## config.mk

```make
export PLATFORM = sky130hd
export DESIGN_NAME = agc_update_sequencer
export DESIGN_NICKNAME = d
export VERILOG_FILES = /design/src/rtl/agc_seq_pkg.sv /design/src/rtl/agc_trig_detect.sv /design/src/rtl/agc_lat_counter.sv /design/src/rtl/agc_update_sequencer.sv
export SDC_FILE = /design/constraint.sdc
export NUM_CORES = 1
export LEC_CHECK = 0
export BUFFER_PORTS_ARGS = -buffer_cell sky130_fd_sc_hd__buf_2
export CORE_ASPECT_RATIO = 0.9
export CORE_MARGIN = 2
export CORE_UTILIZATION = 51
export DETAILED_ROUTE_END_ITERATION = 16
export GPL_TIMING_DRIVEN = 0
export PLACE_DENSITY = 0.88
export SLEW_MARGIN = 20
export SYNTH_ARGS = -nofsm -noshare
export SYNTH_HDL_FRONTEND = slang
export SYNTH_HIERARCHICAL = 1
export SYNTH_SLANG_ARGS = --single-unit
```

## constraint.sdc

```tcl
create_clock -name clk -period 2.6 [get_ports clk]
set_clock_uncertainty 0.15 [all_clocks]
set_input_delay 0.13 -clock clk [delete_from_list [all_inputs] [get_ports clk]]
set_output_delay 0.13 -clock clk [all_outputs]
set_load 0.02 [all_outputs]
```

## src/rtl/agc_seq_pkg.sv

```systemverilog
package agc_seq_pkg;
  typedef enum logic [1:0] {
    SEQ_IDLE  = 2'd0,
    SEQ_WRITE = 2'd1,
    SEQ_WAIT  = 2'd2,
    SEQ_FIRE  = 2'd3
  } seq_state_e;
endpackage

```

## src/rtl/agc_trig_detect.sv

```systemverilog
module agc_trig_detect (
  input  logic clk,
  input  logic rst_n,
  input  logic thresh_i,
  input  logic take_i,
  output logic start_req_o
);
  logic thr_q;
  logic pend_q, pend_n;
  logic edge_w;

  assign edge_w      = thresh_i & ~thr_q;
  assign start_req_o = edge_w | pend_q;

  always_comb begin
    pend_n = pend_q;
    if (take_i)      pend_n = 1'b0;
    else if (edge_w) pend_n = 1'b1;
  end

  always_ff @(posedge clk or negedge rst_n) begin
    if (!rst_n) begin
      thr_q  <= 1'b0;
      pend_q <= 1'b0;
    end else begin
      thr_q  <= thresh_i;
      pend_q <= pend_n;
    end
  end

  // an edge that is not taken must still request a start next cycle
  p_no_lost_edge_r9: assert property (@(posedge clk) disable iff (!rst_n)
    (edge_w && !take_i) |=> start_req_o);
endmodule

```

## src/rtl/agc_lat_counter.sv

```systemverilog
module agc_lat_counter #(
  parameter int LAT_W = 8
) (
  input  logic             clk,
  input  logic             rst_n,
  input  logic             load_i,
  input  logic [LAT_W-1:0] load_val_i,
  input  logic             en_i,
  output logic             expire_o
);
  localparam logic [LAT_W-1:0] ONE = LAT_W'(1);

  logic [LAT_W-1:0] cnt_q, cnt_n;

  always_comb begin
    cnt_n = cnt_q;
    if (load_i)    cnt_n = load_val_i;
    else if (en_i) cnt_n = cnt_q - ONE;
  end

  always_ff @(posedge clk or negedge rst_n) begin
    if (!rst_n) cnt_q <= '0;
    else        cnt_q <= cnt_n;
  end

  assign expire_o = (cnt_q == ONE);

  // the wait never runs on an empty count
  p_cnt_live_r5: assert property (@(posedge clk) disable iff (!rst_n)
    en_i |-> (cnt_q != '0));
endmodule

```

## src/rtl/agc_update_sequencer.sv

```systemverilog
module agc_update_sequencer
  import agc_seq_pkg::*;
#(
  parameter int ANA_W = 6,
  parameter int DIG_W = 14,
  parameter int LAT_W = 8
) (
  input  logic             clk,
  input  logic             rst_n,
  input  logic             thresh_i,
  input  logic [ANA_W-1:0] ana_gain_i,
  input  logic [DIG_W-1:0] dig_gain_i,
  input  logic [LAT_W-1:0] delta_lat_i,
  input  logic             auto_clr_en_i,
  output logic             amp_valid_o,
  input  logic             amp_ready_i,
  output logic [ANA_W-1:0] amp_data_o,
  output logic [DIG_W-1:0] dig_gain_o,
  output logic             apply_o,
  output logic             busy_o,
  output logic             thr_clr_o
);
  seq_state_e       state_q, state_n;
  logic             start_req, take, ack, expire, zero_delta;
  logic [ANA_W-1:0] ana_q;
  logic [DIG_W-1:0] dig_stage_q, dig_out_q;
  logic             clr_q;

  agc_trig_detect u_trig (
    .clk        (clk),
    .rst_n      (rst_n),
    .thresh_i   (thresh_i),
    .take_i     (take),
    .start_req_o(start_req)
  );

  agc_lat_counter #(.LAT_W(LAT_W)) u_cnt (
    .clk       (clk),
    .rst_n     (rst_n),
    .load_i    (ack && !zero_delta),
    .load_val_i(delta_lat_i),
    .en_i      (state_q == SEQ_WAIT),
    .expire_o  (expire)
  );

  assign zero_delta = (delta_lat_i == '0);
  assign ack  = (state_q == SEQ_WRITE) && amp_ready_i;
  assign take = start_req && ((state_q == SEQ_IDLE) || (state_q == SEQ_FIRE));

  always_comb begin
    state_n = state_q;
    unique case (state_q)
      SEQ_IDLE:  if (start_req) state_n = SEQ_WRITE;
      SEQ_WRITE: if (amp_ready_i) state_n = zero_delta ? SEQ_FIRE : SEQ_WAIT;
      SEQ_WAIT:  if (expire) state_n = SEQ_FIRE;
      SEQ_FIRE:  state_n = start_req ? SEQ_WRITE : SEQ_IDLE;
      default:   state_n = SEQ_IDLE;
    endcase
  end

  always_ff @(posedge clk or negedge rst_n) begin
    if (!rst_n) begin
      state_q     <= SEQ_IDLE;
      ana_q       <= '0;
      dig_stage_q <= '0;
      dig_out_q   <= '0;
      clr_q       <= 1'b0;
    end else begin
      state_q <= state_n;
      clr_q   <= (state_q == SEQ_FIRE) && auto_clr_en_i;
      if (take) begin
        ana_q       <= ana_gain_i;
        dig_stage_q <= dig_gain_i;
      end
      if (ack) dig_out_q <= dig_stage_q;
    end
  end

  assign amp_valid_o = (state_q == SEQ_WRITE);
  assign amp_data_o  = ana_q;
  assign dig_gain_o  = dig_out_q;
  assign apply_o     = (state_q == SEQ_FIRE);
  assign busy_o      = (state_q != SEQ_IDLE);
  assign thr_clr_o   = clr_q;

  p_strobe_width_r4: assert property (@(posedge clk) disable iff (!rst_n)
    apply_o |=> !apply_o);
  p_valid_hold_r3: assert property (@(posedge clk) disable iff (!rst_n)
    (amp_valid_o && !amp_ready_i) |=> (amp_valid_o && $stable(amp_data_o)));
  p_zero_delta_r5: assert property (@(posedge clk) disable iff (!rst_n)
    (amp_valid_o && amp_ready_i && delta_lat_i == '0) |=> apply_o);
  p_dig_hold_r6: assert property (@(posedge clk) disable iff (!rst_n)
    !(amp_valid_o && amp_ready_i) |=> $stable(dig_gain_o));
  p_busy_at_strobe_r7: assert property (@(posedge clk) disable iff (!rst_n)
    apply_o |-> busy_o);
  p_clr_follows_r8: assert property (@(posedge clk) disable iff (!rst_n)
    (apply_o && auto_clr_en_i) |=> thr_clr_o);
  p_clr_cause_r8: assert property (@(posedge clk) disable iff (!rst_n)
    thr_clr_o |-> $past(apply_o));
endmodule

```

==> results of run 1 <==
==> cells in the mapped netlist <==
cell       n
dfrtp_1   47
mux2_2    34
nand2_1   11
inv_1     10
ha_1       7
o21ai_0    6
nor2_1     4
a31oi_1    3
buf_2      3
or4_1      3
nor4_1     2
o211ai_1   2
or3_2      2
xnor2_1    2
a211o_2    1
a21oi_1    1
a21oi_2    1
a222oi_1   1
and2_1     1
and4bb_2   1
clkbuf_1   1
mux2_1     1
mux2i_1    1
nand2b_4   1
nand3_1    1
nor4b_1    1
o31ai_1    1
or3b_2     1
or4_4      1
xor2_1     1
==> sequential cells by signal, summed over array words and instances (netlist names) <==
name,count
u_cnt/cnt_q,8
thr_clr_o,1
u_trig/pend_q,1
u_trig/thr_q,1
amp_data_o,6
dig_stage_q,14
state_q,2
dig_gain_o,14
==> layer usage <==
layer | GRT usage [%] | up-vias | share of wire [%]
li1 | - | 726 | -
met1 | 24.8 | 716 | 41
met2 | 39.9 | 44 | 53
met3 | 5.21 | 4 | 5.1
met4 | 5.29 | 0 | 0.88
met5 | 0 | - | 0
==> kinds of logic after synthesis <==
kind of cell	Yosys count	synth area share, %
AOI/OAI and AO/OA	16	5.18
xor gates and xnor gates	3	1.30
adders and majority gates	7	4.32
buffers and inverters	14	2.78
DFF	47	58.0
muxes	36	19.9
and+or+nand+nor	29	8.51
==> critical path, cell delays in order (launching register included) <==
cell and delay [ns]:
dfrtp_1 0.43, or4_4 0.56, nor4b_1 0.27, inv_1 0.08, a222oi_1 0.40, mux2_1 0.38
==> power breakdown <==
part	switching (mW)	internal, mW	total [mW]
registers	0.217	1.11	1.33
clock network	0.218	0.282	0.500
logic	0.780	0.737	1.52
==> cells in the final DEF (no fill, tap or decap), types with 2 or more instances in the layout <==
master and n:
or4_1 3, nor4_1 2, o211ai_1 2, mux2_2 34, ha_1 7, clkbuf_8 5, xnor2_1 2, nand2_1 11
o21ai_0 6, clkbuf_1 2, dfrtp_1 47, buf_2 58, a31oi_1 3, nor2_1 4, or3_2 2, dlygate4sd3_1 31
inv_1 10
==> final cells by class <==
type / count / area [um^2]
inverter: 10 / 37.5
tap: 46 / 57.6
sequential: 47 / 1180
fill: 256 / 976
clock buffer: 6 / 72.6
clock inverter: 1 / 30.0
multi-input combinational: 91 / 796
buffer: 4 / 18.8
timing repair buffer: 87 / 593
==> worst paths after layout <==
| check | end | slack, ns | depth (start not counted) |
|---|---|---|---|
| max in group asynchronous | u_cnt/cnt_q[5]$_DFFE_PN0P_ | 1.68 | 2 |
| worst min register to register | dig_gain_o[1]$_DFFE_PN0P_ | 0.35 | 1 |
| worst max-delay path | state_q[1]$_DFFE_PN0P_ | 0.21 | 5 |
| worst max register to register | state_q[1]$_DFFE_PN0P_ | 0.21 | 5 |
| worst min-delay path | state_q[0]$_DFFE_PN0P_ | 0.15 | 4 |
| min in group asynchronous | u_cnt/cnt_q[6]$_DFFE_PN0P_ | 0.23 | 2 |
==> through the flow <==
stage / util, % / std cells / cell area (um^2) / hold WS (ns) / setup WS (ns)
floorplan: - / 152 / 2030 / -0.316 / 0.416
global placement: 63.0 / 254 / 2370 / 0.139 / 0.213
detailed placement: 63.0 / 254 / 2370 / 0.139 / 0.183
CTS: 74.0 / 292 / 2780 / 0.145 / 0.175
global route: 74.0 / 292 / 2780 / 0.182 / 0.0412
finish: 74.0 / 292 / 2780 / 0.148 / 0.214
==> results.md, run 1 <==
- Hold path start: amp_ready_i
- Gr ovfl total: 0
- Final setup viols: 0
- CTS Sinks: 47
- First-pass GRT wire length: ~7500 um
- Synth area leader: dfrtp_1
- Cells after synthesis: between 150 and 200
- Syn Area/Cell: around 13 um^2
- Final hold violation count: 0
- DPL Wire Length: about 2900 um
- Max Cap Viol: 0
- Distinct cell type count after synthesis: 30
- Hold Path Class: primary input to flop
- Setup TNS: 0 ns
- WL/cell: 15.1 um
- Ports: 57
- Final #Nets: between 200 and 300
- RR Startpoint: u_cnt/cnt_q[2]$_DFFE_PN0P_
- Slew Limit Headroom: between 60 and 70%
- CP Max Fanout: 6
- Crit path from: u_cnt/cnt_q[2]$_DFFE_PN0P_
- Max Slew Vio Count: 0
- Global Route Usage Sum: a little over a fifth
- Mapped Area: about 2000 um^2
- Vias in the first global route: between 1500 and 2000
- Detail Route Antenna Nets: 0
- Max Fclk: approximately 420 MHz
- Postcts setup bufs: 0
- Root Driver: clkbuf_8
- Ys Warns: 6
- Synthesis-to-layout area growth: 37.1%
- RSZ-0062 raised after global routing: no
- Post-route minimum period: about 2.4 ns
- CP endpoint kind: flop
- Clock transition at path regs: around 0.080 ns
- Hold Buf Count CTS: 31
- CP startpoint kind: flop
- DRT Pass-1 Iters: 4
- DRT iter0 DRCs: 61
- Crit Path Class: flop to flop
- Synth top area cells: dfrtp_1 58%, mux2_2 19%, ha_1 4.3%
- FF+latch count, synth: between 40 and 50
- Total detailed-routing wirelength: between 4000 and 5000 um
- Tightest Pin Transition: 0.574 ns
- Yosys top cell area share: between 50 and 60%
- Power Dens Cells: 1200 nW/um^2
- Sequential area share after synthesis: 58.0%
- GP Congestion: ~0.8
- FP Rows: 21
- Status: finished clean
- Height of the die: around 64 um
- Clock Latency Late Sink: between 0.2 and 0.3 ns
- Critical path arrival: between 2 and 2.5 ns
- Final cycle utilization of the critical path: 91.8%
- Post-CTS sizing: 0
- Number of I/O port buffers: between 50 and 60
- Fraction of layout cells with a size suffix above 1: a little over two fifths
- Routed via count: approximately 1500
- Clk buf depth: 2
- Vias per cell: around 5.1
- Residual DRC: 0
- Core Box Area: 3760 um^2
- Synth Net Count: approximately 190
- Starting density of the core: a little over half
- Critical Path RT: 2.62 ns
- Die W: about 70 um
- Total design power: 3.34 mW
- Initial antenna violation count: 0
- # diodes: 0
- Die ar.: around 4500 um^2
- CTS tree: done
- CTS buffer count: 5
- Leak: between 1 and 1.5 nW
- Worst IR Drop VDD: slightly below 0.0009 V
- Largest net degree at the start of global routing: 48
- Maximum level of the CTS H-tree: 2
Power figures use the tool's default switching activity.
==> run 2, diff against run 1 <==
Settings changed: CORE_MARGIN 2 to default, CORE_UTILIZATION 51 to 46, PLACE_DENSITY 0.88 to 0.85, SYNTH_HIERARCHICAL 1 to default.
Clock period 2.6 ns to 2.1 ns, I/O delays scaled along.
==> results.md, run 2 <==
- Maximum level of the CTS H-tree: 2
- Detail Route Antenna Nets: 0
- Global Route Usage Sum: about a fifth
- Max Fclk: 509 MHz
- GP Congestion: 0.845
- Critical Path RT: 2.18 ns
- Flop pwr share: 41.6%
- Largest net degree at the start of global routing: 48
- Height of the die: approximately 65 um
- Post-route minimum period: around 2 ns
- Placed cell count: between 200 and 300
- Final setup viols: 0
- Leak: 1.36 nW
- Final #Nets: roughly 320
- Final hold violation count: 0
- Net Sw Power: 1.50 mW
- Primary FF master, synth: dfrtp_1
- Die ar.: roughly 4700 um^2
- First-pass GRT wire length: roughly 7300 um
- CP endpoint kind: flop
- Tightest Pin Transition: between 0.5 and 0.6 ns
- CP delay by family, top: compound AO/OA/AOI/OAI gates
- Top cells by count, synth: 53 x nand2_1, 47 x dfrtp_1, 20 x mux2_2, 7 x ha_1, 7 x inv_1
- Fraction of registers with async set/reset: 100%
- Commonest non-fill, non-tap cell in the layout: buf_2
- Routed via count: approximately 1600
- Root Driver: clkbuf_8
- WL/cell: around 14 um
- Synthesis-to-layout area growth: 36.6%
- CP Max Fanout: 10
- Yosys top cell area share: between 50% and 60%
- # diodes: 0
- Gr ovfl total: 0
- Clk buf depth: 2
- Core Util, Final: approximately two thirds
- Ports: 57
- Buffers plus inverters on the worst setup path: 2
- Largest family of logic cells by synthesized area: simple AND/OR/NAND/NOR gates
- RSZ-0062 raised after global routing: no
- Area post-placement: 2360 um^2
- Final Hold Slack: 0.0398 ns
- Sequential Area: ~1200 um^2
- Die W: a little over 70 um
- Status: finished clean
- Worst path cell trace: dlygate4sd3_1, buf_2, nor4_1, a21oi_2, o31ai_1, o31a_1
- Hold Path Class: primary input to flop
- Layout Cells excl Fill: about 320
- Initial antenna violation count: 0
- Worst stage delay on the critical path: 0.56 ns
- Max Cap Viol: 0
- Synth Net Count: between 200 and 250
- Post-Synth Simple-Gate Area: ~16%
- CTS buffer count: 5
- Synth Area in Compound Gates: 4.28%
- Total design power: 3.87 mW
- Most instantiated library cell after synthesis: nand2_1
- Distinct cell type count after synthesis: 28
- Vias in the first global route: roughly 1600
- Clock power share: 13.7%
- DRT iter0 DRCs: ~90
- Cells after synthesis: 182
- Post-synthesis xor/xnor area fraction: 2.60%
- Most frequent cells in the layout: 58 x buf_2, 53 x nand2_1, 47 x dfrtp_1, 30 x dlygate4sd3_1, 20 x mux2_2
- Worst IR Drop VDD: around 0.00085 V
- Core Box Area: slightly above 4000 um^2
- Max Slew Vio Count: 0
- Fill cell count: around 320
- CTS tree: done
- Power Dens Cells: around 1400 nW/um^2
- Synthesized-area fraction occupied by adder cells: around 4.3%
- Critical-path top delay cell: dlygate4sd3_1
- Number of I/O port buffers: 56
- Comb power frac: 44.7%
- Critical path arrival: 2.05 ns
- DPL Wire Length: 2770 um
- Pint: approximately 2.4 mW
- FF+latch count, synth: 47
- CP startpoint kind: primary input
- Ys Warns: 0
- Vias per cell: between 5 and 6
- Clock Latency Late Sink: between 0.2 and 0.3 ns
- Final cycle utilization of the critical path: ~94%
- Synth top area cells: dfrtp_1 58%, mux2_2 11%, nand2_1 9.9%
- CTS Sinks: between 40 and 50
- Multiplexer area fraction after synthesis: roughly 12%
- Multi-input logic area: approximately 800 um^2
- Crit Path Class: primary input to flop
- Syn Area/Cell: 11.1 um^2
- Sequential area share after synthesis: 58.3%
- Synth area leader: dfrtp_1
- Final Cell Area: about 2800 um^2
- Sw frac: between 30% and 40%
- Total detailed-routing wirelength: 4480 um
- Clock transition at path regs: 0.08 ns
- Slew Limit Headroom: about 60%
- Fraction of layout cells with a size suffix above 1: about a third
- Post-synth EDFFs: 0
- Residual DRC: 0
- DRT Pass-1 Iters: 4
- FP Rows: 22
- Worst R2R Setup Slack: about 0.17 ns
- Mapped Area: roughly 2000 um^2
- Starting density of the core: approximately 50%
-- run 2: changes by cell type after synthesis, moves of 2 or more --
cell | previous run | this run
nand2_1 | 11 | 53
mux2_2 | 34 | 20
a31oi_1 | 3 | 0
inv_1 | 10 | 7
or4_1 | 3 | 0
a21oi_1 | 1 | 3
clkbuf_1 | 1 | 3
nor2_1 | 4 | 6
nor2b_1 | 0 | 2
or3_2 | 2 | 0
xnor2_1 | 2 | 4
-- run 2: power groups by stage --
stage          Combinational (mW)  Clock [mW]  Sequential (mW)
4_1_cts                      1.74       0.541             1.60
3_5_place_dp                 1.69           0             1.62
3_3_place_gp                 1.62           0             1.60
6_report                     1.73       0.531             1.61
2_1_floorplan               0.995           0             1.81
5_1_grt                      1.90       0.591             1.67
-- run 2: area by class of cell --
cell class / instances / share of cell area, %
clock inverters: 2 / 0.454
inverters: 7 / 0.953
repair buffers: 86 / 21.2
well taps: 48 / 2.18
flip-flops and latches: 47 / 42.7
clock buffers: 6 / 2.63
plain buffers: 6 / 0.953
multi-input cells: 122 / 29.0
-- run 2: layer usage --
| metal | share of wire [%] | global-route usage, % |
|---|---|---|
| met5 | 0 | 0 |
| met4 | 2.6 | 9.31 |
| met3 | 5.2 | 5.91 |
| met2 | 50 | 34.9 |
| met1 | 43 | 25.4 |
-- run 2: final timing paths --
kind,start,end,depth (start not counted)
worst max-delay path,delta_lat_i[0],u_cnt.cnt_q[2]$_DFFE_PN0P_,6
worst min-delay path,delta_lat_i[2],u_cnt.cnt_q[2]$_DFFE_PN0P_,4
worst max register to register,u_cnt.cnt_q[4]$_DFFE_PN0P_,state_q[0]$_DFFE_PN0P_,4
worst min register to register,dig_stage_q[2]$_DFFE_PN0P_,dig_gain_o[2]$_DFFE_PN0N_,2
max in group asynchronous,rst_n,thr_clr_o$_DFF_PN0_,2
min in group asynchronous,rst_n,u_trig.thr_q$_DFF_PN0_,2
-- run 2: metrics by stage --
| stage | worst slack [ns] | setup TNS, ns |
|---|---|---|
| after floorplan | 0.221 | 0 |
| after CTS | 0.00790 | 0 |
| final | 0.136 | 0 |
| after global placement | 0.0696 | 0 |
| after global routing | 0.0582 | 0 |
| after detailed placement | -0.0646 | -0.0646 |
-- run 2: cells by family after synthesis --
group                    after synthesis
XOR/XNOR                               6
flip-flops                            47
adder cells (fa/ha/maj)                7
buffers and inverters                 13
multiplexers                          22
AND/OR/NAND/NOR                       73
AO/OA/AOI/OAI                         14
-- run 2: what timing repair did --
| action | 4_1_cts | 5_1_grt |
|---|---|---|
| endpoints found under the setup margin | 1 | 3 |
| resized for setup | 1 | 1 |
| buffers inserted | 0 | 0 |
| hold endpoints to repair | 77 | 0 |
| hold buffers | 30 | 0 |
-- run 2: worst reg2reg max path, cell delays in order, from the launching register on --
cell and delay, ns:
dfrtp_1 0.44, nor4_2 0.37, nand3_1 0.14, a221o_1 0.41
mux2_1 0.32
